$ cat config.mk
export PLATFORM = sky130hd
export DESIGN_NAME = opmode_ctrl
export DESIGN_NICKNAME = d
export VERILOG_FILES = /design/src/rtl/opmode_pkg.sv /design/src/rtl/opmode_strap_decode.sv /design/src/rtl/opmode_write_guard.sv /design/src/rtl/opmode_port_map.sv /design/src/rtl/opmode_ctrl.sv
export SDC_FILE = /design/constraint.sdc
export NUM_CORES = 1
export LEC_CHECK = 0
export BUFFER_PORTS_ARGS = -buffer_cell sky130_fd_sc_hd__buf_2
export CAP_MARGIN = 20
export CORE_UTILIZATION = 39
export CTS_CLUSTER_SIZE = 20
export DETAILED_ROUTE_END_ITERATION = 6
export GPL_TIMING_DRIVEN = 0
export PLACE_DENSITY = 0.71
export SETUP_SLACK_MARGIN = 0.2
export SKIP_CTS_REPAIR_TIMING = 1
export SYNTH_ARGS = -nofsm -noshare
export SYNTH_HDL_FRONTEND = slang
export SYNTH_SLANG_ARGS = --single-unit
$ cat constraint.sdc
create_clock -name clk -period 2.8 [get_ports clk]
set_input_delay 0.56 -clock clk [delete_from_list [all_inputs] [get_ports clk]]
set_output_delay 0.56 -clock clk [all_outputs]
set_load 0.005 [all_outputs]
$ cat src/rtl/opmode_pkg.sv
package opmode_pkg;

  localparam int REG_W = 8;
  // control bits that every write updates
  localparam logic [REG_W-1:0] FREE_MASK = 8'h1D;

  typedef enum logic [1:0] {
    PF_GPIO = 2'd0,
    PF_ADDR = 2'd1,
    PF_MUX  = 2'd2
  } portfn_e;

  // reserved strap pattern is treated as the special peripheral mode
  function automatic logic [2:0] fold_reserved(input logic [2:0] code);
    return (code == 3'b110) ? 3'b010 : code;
  endfunction

  // register image loaded during reset for a given strap
  function automatic logic [REG_W-1:0] reset_image(input logic [2:0] strap);
    logic [2:0] m;
    logic       spc;
    m   = fold_reserved(strap);
    spc = ~m[2];
    return {m, 1'b1, spc, 1'b0, 1'b0, spc};
  endfunction

  // function code of port p (0 = A, 1 = B) in mode m
  function automatic logic [1:0] port_fn(input logic [2:0] m, input int unsigned p);
    case (m[1:0])
      2'b00:   return PF_GPIO;
      2'b01:   return (p == 0) ? PF_MUX : PF_ADDR;
      default: return PF_MUX;
    endcase
  endfunction

endpackage

$ cat src/rtl/opmode_strap_decode.sv
module opmode_strap_decode
  import opmode_pkg::*;
(
  input  logic [2:0]       strap_i,
  output logic [REG_W-1:0] image_o,
  output logic             dbg_en_o,
  output logic             dbg_act_o
);

  logic single_special;

  assign image_o        = reset_image(strap_i);
  assign single_special = (strap_i == 3'b000);
  assign dbg_en_o       = single_special;
  assign dbg_act_o      = single_special;

endmodule

$ cat src/rtl/opmode_write_guard.sv
module opmode_write_guard
  import opmode_pkg::*;
(
  input  logic [REG_W-1:0] cur_i,
  input  logic             armed_i,
  input  logic             once_i,
  input  logic             wr_hit_i,
  input  logic [REG_W-1:0] wdata_i,
  output logic [REG_W-1:0] nxt_o,
  output logic             nxt_armed_o,
  output logic             nxt_once_o,
  output logic             ev_arm_o,
  output logic             ev_exit_special_o,
  output logic             ev_normal_switch_o,
  output logic             ev_reject_o
);

  logic [2:0] req;
  logic       in_normal;
  logic       req_normal;
  logic       req_reserved;

  assign req          = wdata_i[7:5];
  assign in_normal    = cur_i[7];
  assign req_normal   = req[2];
  assign req_reserved = (req == 3'b110);

  always_comb begin
    nxt_o              = cur_i;
    nxt_armed_o        = armed_i;
    nxt_once_o         = once_i;
    ev_arm_o           = 1'b0;
    ev_exit_special_o  = 1'b0;
    ev_normal_switch_o = 1'b0;
    ev_reject_o        = 1'b0;
    if (wr_hit_i) begin
      nxt_o = (cur_i & ~FREE_MASK) | (wdata_i & FREE_MASK);
      if (!in_normal) begin
        if (!req_normal) begin
          nxt_o[6:5]  = req[1:0];
          nxt_armed_o = 1'b0;
        end else if (!armed_i) begin
          nxt_armed_o = 1'b1;
          ev_arm_o    = 1'b1;
        end else if (req_reserved) begin
          ev_reject_o = 1'b1;
        end else begin
          nxt_o[7:5]        = req;
          nxt_armed_o       = 1'b0;
          ev_exit_special_o = 1'b1;
        end
      end else begin
        if (!req_normal || req_reserved) begin
          ev_reject_o = 1'b1;
        end else if (req[1:0] != cur_i[6:5]) begin
          if (once_i) begin
            ev_reject_o = 1'b1;
          end else begin
            nxt_o[6:5]         = req[1:0];
            nxt_once_o         = 1'b1;
            ev_normal_switch_o = 1'b1;
          end
        end
      end
      nxt_o[1] = 1'b0;
    end
  end

endmodule

$ cat src/rtl/opmode_port_map.sv
module opmode_port_map
  import opmode_pkg::*;
#(
  parameter int unsigned N_PORTS = 2
) (
  input  logic [2:0]              mode_i,
  output logic [N_PORTS-1:0][1:0] fn_o
);

  for (genvar p = 0; p < N_PORTS; p++) begin : g_port
    assign fn_o[p] = port_fn(mode_i, p);
  end

endmodule

$ cat src/rtl/opmode_ctrl.sv
module opmode_ctrl
  import opmode_pkg::*;
#(
  parameter int unsigned        ADDR_W    = 8,
  parameter logic [ADDR_W-1:0]  MODE_ADDR = 8'h0B
) (
  input  logic              clk,
  input  logic              rst_n,
  input  logic [2:0]        strap_i,
  input  logic [ADDR_W-1:0] bus_addr_i,
  input  logic              bus_wr_i,
  input  logic [7:0]        bus_wdata_i,
  output logic [7:0]        bus_rdata_o,
  output logic [2:0]        mode_o,
  output logic [1:0]        port_a_fn_o,
  output logic [1:0]        port_b_fn_o,
  output logic              dbg_enabled_o,
  output logic              dbg_active_o
);

  localparam int unsigned N_PORTS = 2;

  logic [REG_W-1:0] mode_q, mode_nxt, rst_image;
  logic             armed_q, armed_nxt, once_q, once_nxt;
  logic             dbg_en_d, dbg_act_d, dbg_en_q, dbg_act_q;
  logic             addr_hit, wr_hit;
  logic             ev_arm, ev_exit_special, ev_normal_switch, ev_reject;
  logic [N_PORTS-1:0][1:0] port_fn_w;

  assign addr_hit = (bus_addr_i == MODE_ADDR);
  assign wr_hit   = bus_wr_i && addr_hit;

  opmode_strap_decode u_strap (
    .strap_i   (strap_i),
    .image_o   (rst_image),
    .dbg_en_o  (dbg_en_d),
    .dbg_act_o (dbg_act_d)
  );

  opmode_write_guard u_guard (
    .cur_i              (mode_q),
    .armed_i            (armed_q),
    .once_i             (once_q),
    .wr_hit_i           (wr_hit),
    .wdata_i            (bus_wdata_i),
    .nxt_o              (mode_nxt),
    .nxt_armed_o        (armed_nxt),
    .nxt_once_o         (once_nxt),
    .ev_arm_o           (ev_arm),
    .ev_exit_special_o  (ev_exit_special),
    .ev_normal_switch_o (ev_normal_switch),
    .ev_reject_o        (ev_reject)
  );

  always_ff @(posedge clk) begin
    if (!rst_n) begin
      mode_q    <= rst_image;
      armed_q   <= 1'b0;
      once_q    <= 1'b0;
      dbg_en_q  <= dbg_en_d;
      dbg_act_q <= dbg_act_d;
    end else begin
      mode_q  <= mode_nxt;
      armed_q <= armed_nxt;
      once_q  <= once_nxt;
    end
  end

  opmode_port_map #(.N_PORTS(N_PORTS)) u_ports (
    .mode_i (mode_q[7:5]),
    .fn_o   (port_fn_w)
  );

  assign mode_o        = mode_q[7:5];
  assign port_a_fn_o   = port_fn_w[0];
  assign port_b_fn_o   = port_fn_w[1];
  assign dbg_enabled_o = dbg_en_q;
  assign dbg_active_o  = dbg_act_q;
  assign bus_rdata_o   = addr_hit ? mode_q : '0;

  AST_NO_RESERVED_CODE: assert property (@(posedge clk) disable iff (!rst_n)
    mode_q[7:5] != 3'b110);
  AST_BIT1_CLEAR: assert property (@(posedge clk) disable iff (!rst_n)
    !bus_rdata_o[1]);
  AST_FREE_BITS_TAKE_DATA: assert property (@(posedge clk) disable iff (!rst_n)
    wr_hit |=> ((mode_q & FREE_MASK) == ($past(bus_wdata_i) & FREE_MASK)));
  AST_IDLE_STABLE: assert property (@(posedge clk) disable iff (!rst_n)
    !wr_hit |=> $stable(mode_q));
  AST_ARM_STAYS_SPECIAL: assert property (@(posedge clk) disable iff (!rst_n)
    ev_arm |=> !mode_q[7]);
  AST_EXIT_NEEDS_ARM: assert property (@(posedge clk) disable iff (!rst_n)
    ($past(rst_n) && $rose(mode_q[7])) |-> $past(armed_q));
  AST_EXIT_REACHES_NORMAL: assert property (@(posedge clk) disable iff (!rst_n)
    ev_exit_special |=> mode_q[7]);
  AST_NORMAL_STICKY: assert property (@(posedge clk) disable iff (!rst_n)
    ($past(rst_n) && $past(mode_q[7])) |-> mode_q[7]);
  AST_SWITCH_SPENT: assert property (@(posedge clk) disable iff (!rst_n)
    ev_normal_switch |=> once_q);
  AST_ONCE_FREEZE: assert property (@(posedge clk) disable iff (!rst_n)
    (mode_q[7] && once_q) |=> $stable(mode_q[7:5]));
  AST_REJECT_KEEPS_MODE: assert property (@(posedge clk) disable iff (!rst_n)
    ev_reject |=> $stable(mode_q[7:5]));
  AST_DBG_PAIR: assert property (@(posedge clk) disable iff (!rst_n)
    dbg_active_o |-> dbg_enabled_o);

endmodule

==> results of run 1 <==
[worst max-delay path: stages]
cell	delay, ns
buf_2	0.10
or4b_4	0.56
nor3_2	0.36
and2_1	0.19
buf_2	0.11
[worst max path at each step]
stage,cells past startpoint,slack [ns],end,from
2_1_floorplan,4,0.65,mode_q[5]$_DFFE_PP_,bus_addr_i[2]
3_3_place_gp,5,0.35,bus_rdata_o[4],bus_addr_i[2]
3_5_place_dp,5,0.34,bus_rdata_o[3],bus_addr_i[2]
4_1_cts,5,0.34,bus_rdata_o[3],bus_addr_i[2]
5_1_grt,5,0.29,bus_rdata_o[3],bus_addr_i[2]
6_report,5,0.36,bus_rdata_o[3],bus_addr_i[2]
[placed cells by master (no fill, tap or decap), drive strengths merged]
master and n:
nand3 4, inv 5, o21ai 4, edfxtp 6
and2 7, nand2 6, a21o 2, nor3 2
o41ai 2, a211oi 1, o311ai 1, nor2 5
nor4 1, mux2i 2, clkbuf 4, or3 1
nor4b 1, nand2b 2, or4b 1, conb 2
a2111oi 1, or2 2, buf 42, nor2b 1
o31ai 1, dfxtp 4, a21oi 4, o41a 1
[cells by family (layout without fill, tap and decap cells)]
| family | Yosys count | count (layout) | synth area share, % |
|---|---|---|---|
| buffers and inverters | 13 | 51 | 9.98 |
| multiplexers | 2 | 2 | 2.80 |
| flip-flops | 10 | 10 | 36.4 |
| AND/OR/NAND/NOR | 33 | 33 | 28.9 |
| other | 1 | 2 | 0.525 |
| AO/OA/AOI/OAI | 17 | 17 | 21.4 |
[cell type report]
class                           count  share of cell area, %
Clock buffer                        3                   2.38
Inverter                            5                   1.98
Multi-Input combinational cell     54                   40.8
Sequential cell                    10                   27.5
Timing Repair Buffer               35                   18.5
Tap cell                           25                   3.30
Buffer                              8                   5.55
[state kept, by name (all words and copies together), names as in the netlist]
signal / cells
mode_q: 7
once_q: 1
dbg_active_o: 1
armed_q: 1
[Yosys cell counts, types with 2 or more instances]
| library cell | instances | area share, % |
|---|---|---|
| nand2b_1 | 2 | 1.8 |
| buf_4 | 6 | 6.3 |
| edfxtp_1 | 6 | 25 |
| or2_2 | 2 | 1.8 |
| nor2_1 | 5 | 2.6 |
| nand3_1 | 4 | 2.8 |
| o21ai_1 | 2 | 1.4 |
| mux2i_1 | 2 | 2.8 |
| a21oi_1 | 4 | 2.8 |
| dfxtp_1 | 4 | 11 |
| nand2_1 | 6 | 3.2 |
| a21o_1 | 2 | 2.1 |
| inv_1 | 4 | 2.1 |
| o41ai_2 | 2 | 4.6 |
| and2_1 | 7 | 6.1 |
[power groups by stage]
stage	logic, mW	registers [mW]	clock network [mW]
global route	0.0717	0.172	0.103
finish	0.0643	0.171	0.0960
global placement	0.0630	0.173	0
CTS	0.0648	0.171	0.0976
floorplan	0.0358	0.172	0
detailed placement	0.0646	0.174	0
[metal layers]
layer / vias up / share of wire (%) / track usage, %
met4: 0 / 0 / 5.45
met5: - / 0 / 0
met1: 292 / 44 / 20.8
met3: 0 / 5.1 / 3.20
li1: 343 / - / -
met2: 20 / 51 / 30.3
==> qor.yml, run 1 <==
drtIter0Drc: 10
path_clk_slew_ns: 0.06
min_path_type: "flop to flop"
root_buffer: "clkbuf_4"
fillCellCount: 178
fin_area_um2: 947
initial_utilization_pct: 41.4
worst-r2r-cell-count: 3
worst_slew_pin_slew_ns: 0.498
r2r_slack_ns: 1.17
cts_tree: "yes"
powerDensity_nw_per_um2: 350
startpoint_type: "input port"
p_leak_nw: 0.437
vias: 655
post-route-period-util_pct: 87.3
wl_per_cell_um: 11.1
clkSinkCount: 10
p_switching_uw: 84.9
r2r_start: "mode_q[7]$_DFFE_PP_"
outcome: "complete, but fails checks"
setup_viol: 0
drc: 3
dieArea_um2: 2010
holdCritStartpoint: "mode_q[4]$_SDFFE_PN1P_"
dr.pass1.iters: 7
netlist_instances: 76
grt_overflow_total: 0
die_w_um: 44.8
tns_ns: 0
slew_viol_final: 0
setup_slack_ns: 0.355
pwr-share-seq_pct: 51.6
syn_to_final_growth_pct: 32.6
h-tree-depth: 1
synthArstFlopShare_pct: 0
min_period_ns: 2.44
endpoint_kind: "output pin"
maxCapViolations: 0
total_power_uw: 331
wirelength_um: 1560
path_class: "input port to output pin"
grt_pass1_wl_um: 2520
grt_max_degree: 11
seq_area_um2: 260
grt_setup_unrepaired: "false"
hpwl_um: 1270
multi_input_comb_area_um2: 387
synth-seq-cells: 10
ir_worst_vdd_v: 0.000220
place_congestion: 0.766
antenna_cells: 0
synthFlopType: "edfxtp_1"
placed_area_um2: 925
fin_util_pct: 54.9
finClkSkew_ns: 0.00218
finalNonFillerCells: 140
syn_avg_cell_area_um2: 9.40
power_switching_share_pct: 25.6
antenna_found_initial: 0
ys_seq_area_share_pct: 36.4
placedCellCount: 137
crit_arrival_ns: 1.88
io_pins: 39
crit_fanout: 8
die_y_um: 44.8
syn-cell-area_um2: 714
whs_ns: 0.466
core.rowCount: 15
nNetsFinal: 139
clock.fmax_ghz: 0.409
hold_end: "mode_q[4]$_SDFFE_PN1P_"
vias_per_cell: 4.68
pwr-share-clk_pct: 29.0
cts_buffer_depth: 2
drive_above_1_share_pct: 47.8
coreArea_um2: 1730
finalHoldViolCount: 0
combinationalPowerShare_pct: 19.4
violations: "design-rule violations"
p_int_uw: 246
ys_types: 33
grt_pass1_vias: 594
hold_path_depth: 2
yosysWarnings: 0
crit_required_ns: 2.24
io_buffers: 35
r2r-end: "mode_q[6]$_DFFE_PP_"
cts_buffers: 3
place_ws_ns: 0.341
clk_latency_ns: 0.25
ant_nets: 0
grt_usage_pct: 17.1
synth_edf_count: 6
slew_headroom_pct: 66.6
No activity file was read; power rests on OpenSTA's default activity.
==> run 2: changes to the inputs <==
--- a/config.mk
+++ b/config.mk
@@ -5,10 +5,12 @@
 export SDC_FILE = /design/constraint.sdc
 export NUM_CORES = 1
 export LEC_CHECK = 0
+export ABC_AREA = 1
 export BUFFER_PORTS_ARGS = -buffer_cell sky130_fd_sc_hd__buf_2
 export CAP_MARGIN = 20
+export CORE_ASPECT_RATIO = 0.7
 export CORE_UTILIZATION = 39
-export CTS_CLUSTER_SIZE = 20
+export CTS_CLUSTER_SIZE = 40
 export DETAILED_ROUTE_END_ITERATION = 6
 export GPL_TIMING_DRIVEN = 0
 export PLACE_DENSITY = 0.71
==> qor.yml, run 2 <==
outcome: "completed"  # was complete, but fails checks
synthTopCellsByArea: "edfxtp_1, nand2_1, dfxtp_1"  # was edfxtp_1, dfxtp_1, buf_4
crit_fanout: 7  # was 8
min_period_ns: 2.02  # was 2.44 ns
finalHoldViolCount: 0  # unchanged
vias_per_cell: 4.64  # was 4.68
fin_util_pct: 58.3  # was 54.9%
place_congestion: 0.808  # was 0.766
crit_arrival_ns: 1.46  # was 1.88 ns
io_buffers: 35  # unchanged
vias: 793  # was 655
grt_usage_pct: 19.2  # was 17.1%
path_clk_slew_ns: 0.06  # about the same
root_buffer: "clkbuf_4"  # unchanged
crit_required_ns: 2.24  # about the same
powerDensity_nw_per_um2: 378  # was 350 nW/µm²
coreArea_um2: 1670  # was 1730 µm²
synthFlopType: "edfxtp_1"  # unchanged
slowest_stage: "inv_1"  # was or4b_4
total_power_uw: 367  # was 331 µW
synthTopCellsByCount: "nand2_1, nor2_1, inv_1, buf_4, edfxtp_1"  # was and2_1, buf_4, edfxtp_1, nand2_1, nor2_1
min_path_type: "flop to flop"  # unchanged
ir_worst_vdd_v: 0.000264  # was 0.000220 V
slew_viol_final: 0  # unchanged
critPathMaxStageDelay_ns: 0.16  # was 0.56 ns
finClkSkew_ns: 0.00956  # was 0.00218 ns
ys_seq_area_share_pct: 35.6  # was 36.4%
netlist_instances: 110  # was 76
tns_ns: 0  # unchanged
dr.pass1.iters: 4  # was 7
nNetsFinal: 173  # was 139
io_pins: 39  # unchanged
maxCapViolations: 0  # unchanged
cts_tree: "yes"  # unchanged
die_w_um: 53.7  # was 44.8 µm
syn_avg_cell_area_um2: 6.64  # was 9.40 µm²
antenna_cells: 0  # unchanged
syn-cell-area_um2: 731  # was 714 µm²
final_common_cell: "buf_2"  # unchanged
yosys.area.top_type_share_pct: 24.7  # was 25.2%
h-tree-depth: 1  # unchanged
drtIter0Drc: 30  # was 10
die_y_um: 38.2  # was 44.8 µm
antenna_found_initial: 0  # unchanged
wirelength_um: 1710  # was 1560 µm
clock.fmax_ghz: 0.495  # was 0.409 GHz
cts_buffers: 3  # unchanged
post-route-period-util_pct: 72.2  # was 87.3%
yosysMostFrequentCell: "nand2_1"  # was and2_1
grt_pass1_vias: 675  # was 594
grt_max_degree: 9  # was 11
core.rowCount: 12  # was 15
path_class: "input port to output pin"  # unchanged
ys_types: 23  # was 33
yosysWarnings: 0  # unchanged
grt_pass1_wl_um: 2730  # was 2520 µm
synth-seq-cells: 10  # unchanged
yosysTopAreaCell: "edfxtp_1"  # unchanged
clkSinkCount: 10  # unchanged
drc: 0  # was 3
grt_overflow_total: 0  # unchanged
p_leak_nw: 0.540  # was 0.437 nW
synthArstFlopShare_pct: 0  # unchanged
setup_viol: 0  # unchanged
path_cells: "buf_2 > nor2_1 > nand2_1 > nor2_4 > inv_1 > nor2_1 > buf_2"  # was buf_2 > or4b_4 > nor3_2 > and2_1 > buf_2
top_register: "mode_q"  # unchanged
most-common-layout-cells: "buf_2, nand2_1, nor2_1"  # was buf_2, and2_1, nand2_1, buf_4, edfxtp_1
dieArea_um2: 2050  # was 2010 µm²
synth_edf_count: 6  # unchanged
ant_nets: 0  # unchanged
hpwl_um: 1430  # was 1270 µm
wl_per_cell_um: 10.0  # was 11.1 µm
clk_latency_ns: 0.27  # was 0.25 ns
syn_to_final_growth_pct: 33.0  # was 32.6%
endpoint_kind: "output pin"  # unchanged
largest_register_ff_count: 7  # unchanged
drive_above_1_share_pct: 37.3  # was 47.8%
startpoint_type: "input port"  # unchanged
initial_utilization_pct: 43.8  # was 41.4%
cts_buffer_depth: 2  # unchanged
grt_setup_unrepaired: "false"  # unchanged
[run 2: path summary, 6_finish.rpt]
check	start	end	slack [ns]	depth (start not counted)
worst max-delay path	bus_addr_i[5]	bus_rdata_o[0]	0.78	7
worst min-delay path	once_q$_SDFFE_PN0P_	once_q$_SDFFE_PN0P_	0.46	2
worst max register to register	mode_q[6]$_DFFE_PP_	mode_q[6]$_DFFE_PP_	1.42	8
worst min register to register	once_q$_SDFFE_PN0P_	once_q$_SDFFE_PN0P_	0.46	2
[run 2: power breakdown]
| part | total (mW) | switching (mW) | internal, mW |
|---|---|---|---|
| Sequential | 0.169 | 0.00533 | 0.164 |
| Combinational | 0.0677 | 0.0364 | 0.0313 |
| Clock | 0.130 | 0.0515 | 0.0789 |
| Total | 0.367 | 0.0932 | 0.274 |
[run 2: final cells by class]
cell class / count / area (µm²)
Buffer: 7 / 48.8
Clock buffer: 4 / 36.3
Multi-Input combinational cell: 76 / 355
Fill cell: 173 / 694
Tap cell: 21 / 26.3
Sequential cell: 10 / 260
Timing Repair Buffer: 35 / 175
Inverter: 18 / 70.1
[run 2: layer usage]
| metal | global-route usage [%] | routed length, µm | vias up |
|---|---|---|---|
| met1 | 23.9 | 732 | 342 |
| li1 | - | - | 410 |
| met3 | 4.76 | 145 | 0 |
| met2 | 33.3 | 832 | 41 |
| met5 | 0 | 0 | - |
| met4 | 3.95 | 0 | 0 |
[run 2: per-stage QoR]
step	setup slack [ns]	cell area, µm²	hold slack (ns)	instances
6_report	0.779	972	0.460	171
3_5_place_dp	0.790	936	0.447	167
5_1_grt	0.646	972	0.496	171
2_1_floorplan	1.10	734	0.430	111
3_3_place_gp	0.814	936	0.440	167
4_1_cts	0.784	972	0.457	171
[run 2: worst max-delay path, delay by kind of cell]
kind	cells	cell delay [ns]
buf+inv	3	0.39
simple gates	4	0.50
[run 2: cells by family (layout without fill, tap and decap cells)]
kind of cell	count (synthesis)	after routing	synth area share, %
simple gates	69	69	43.3
compound gates	5	5	4.28
flops	10	10	35.6
other cells	1	2	0.513
buf+inv	25	64	16.3
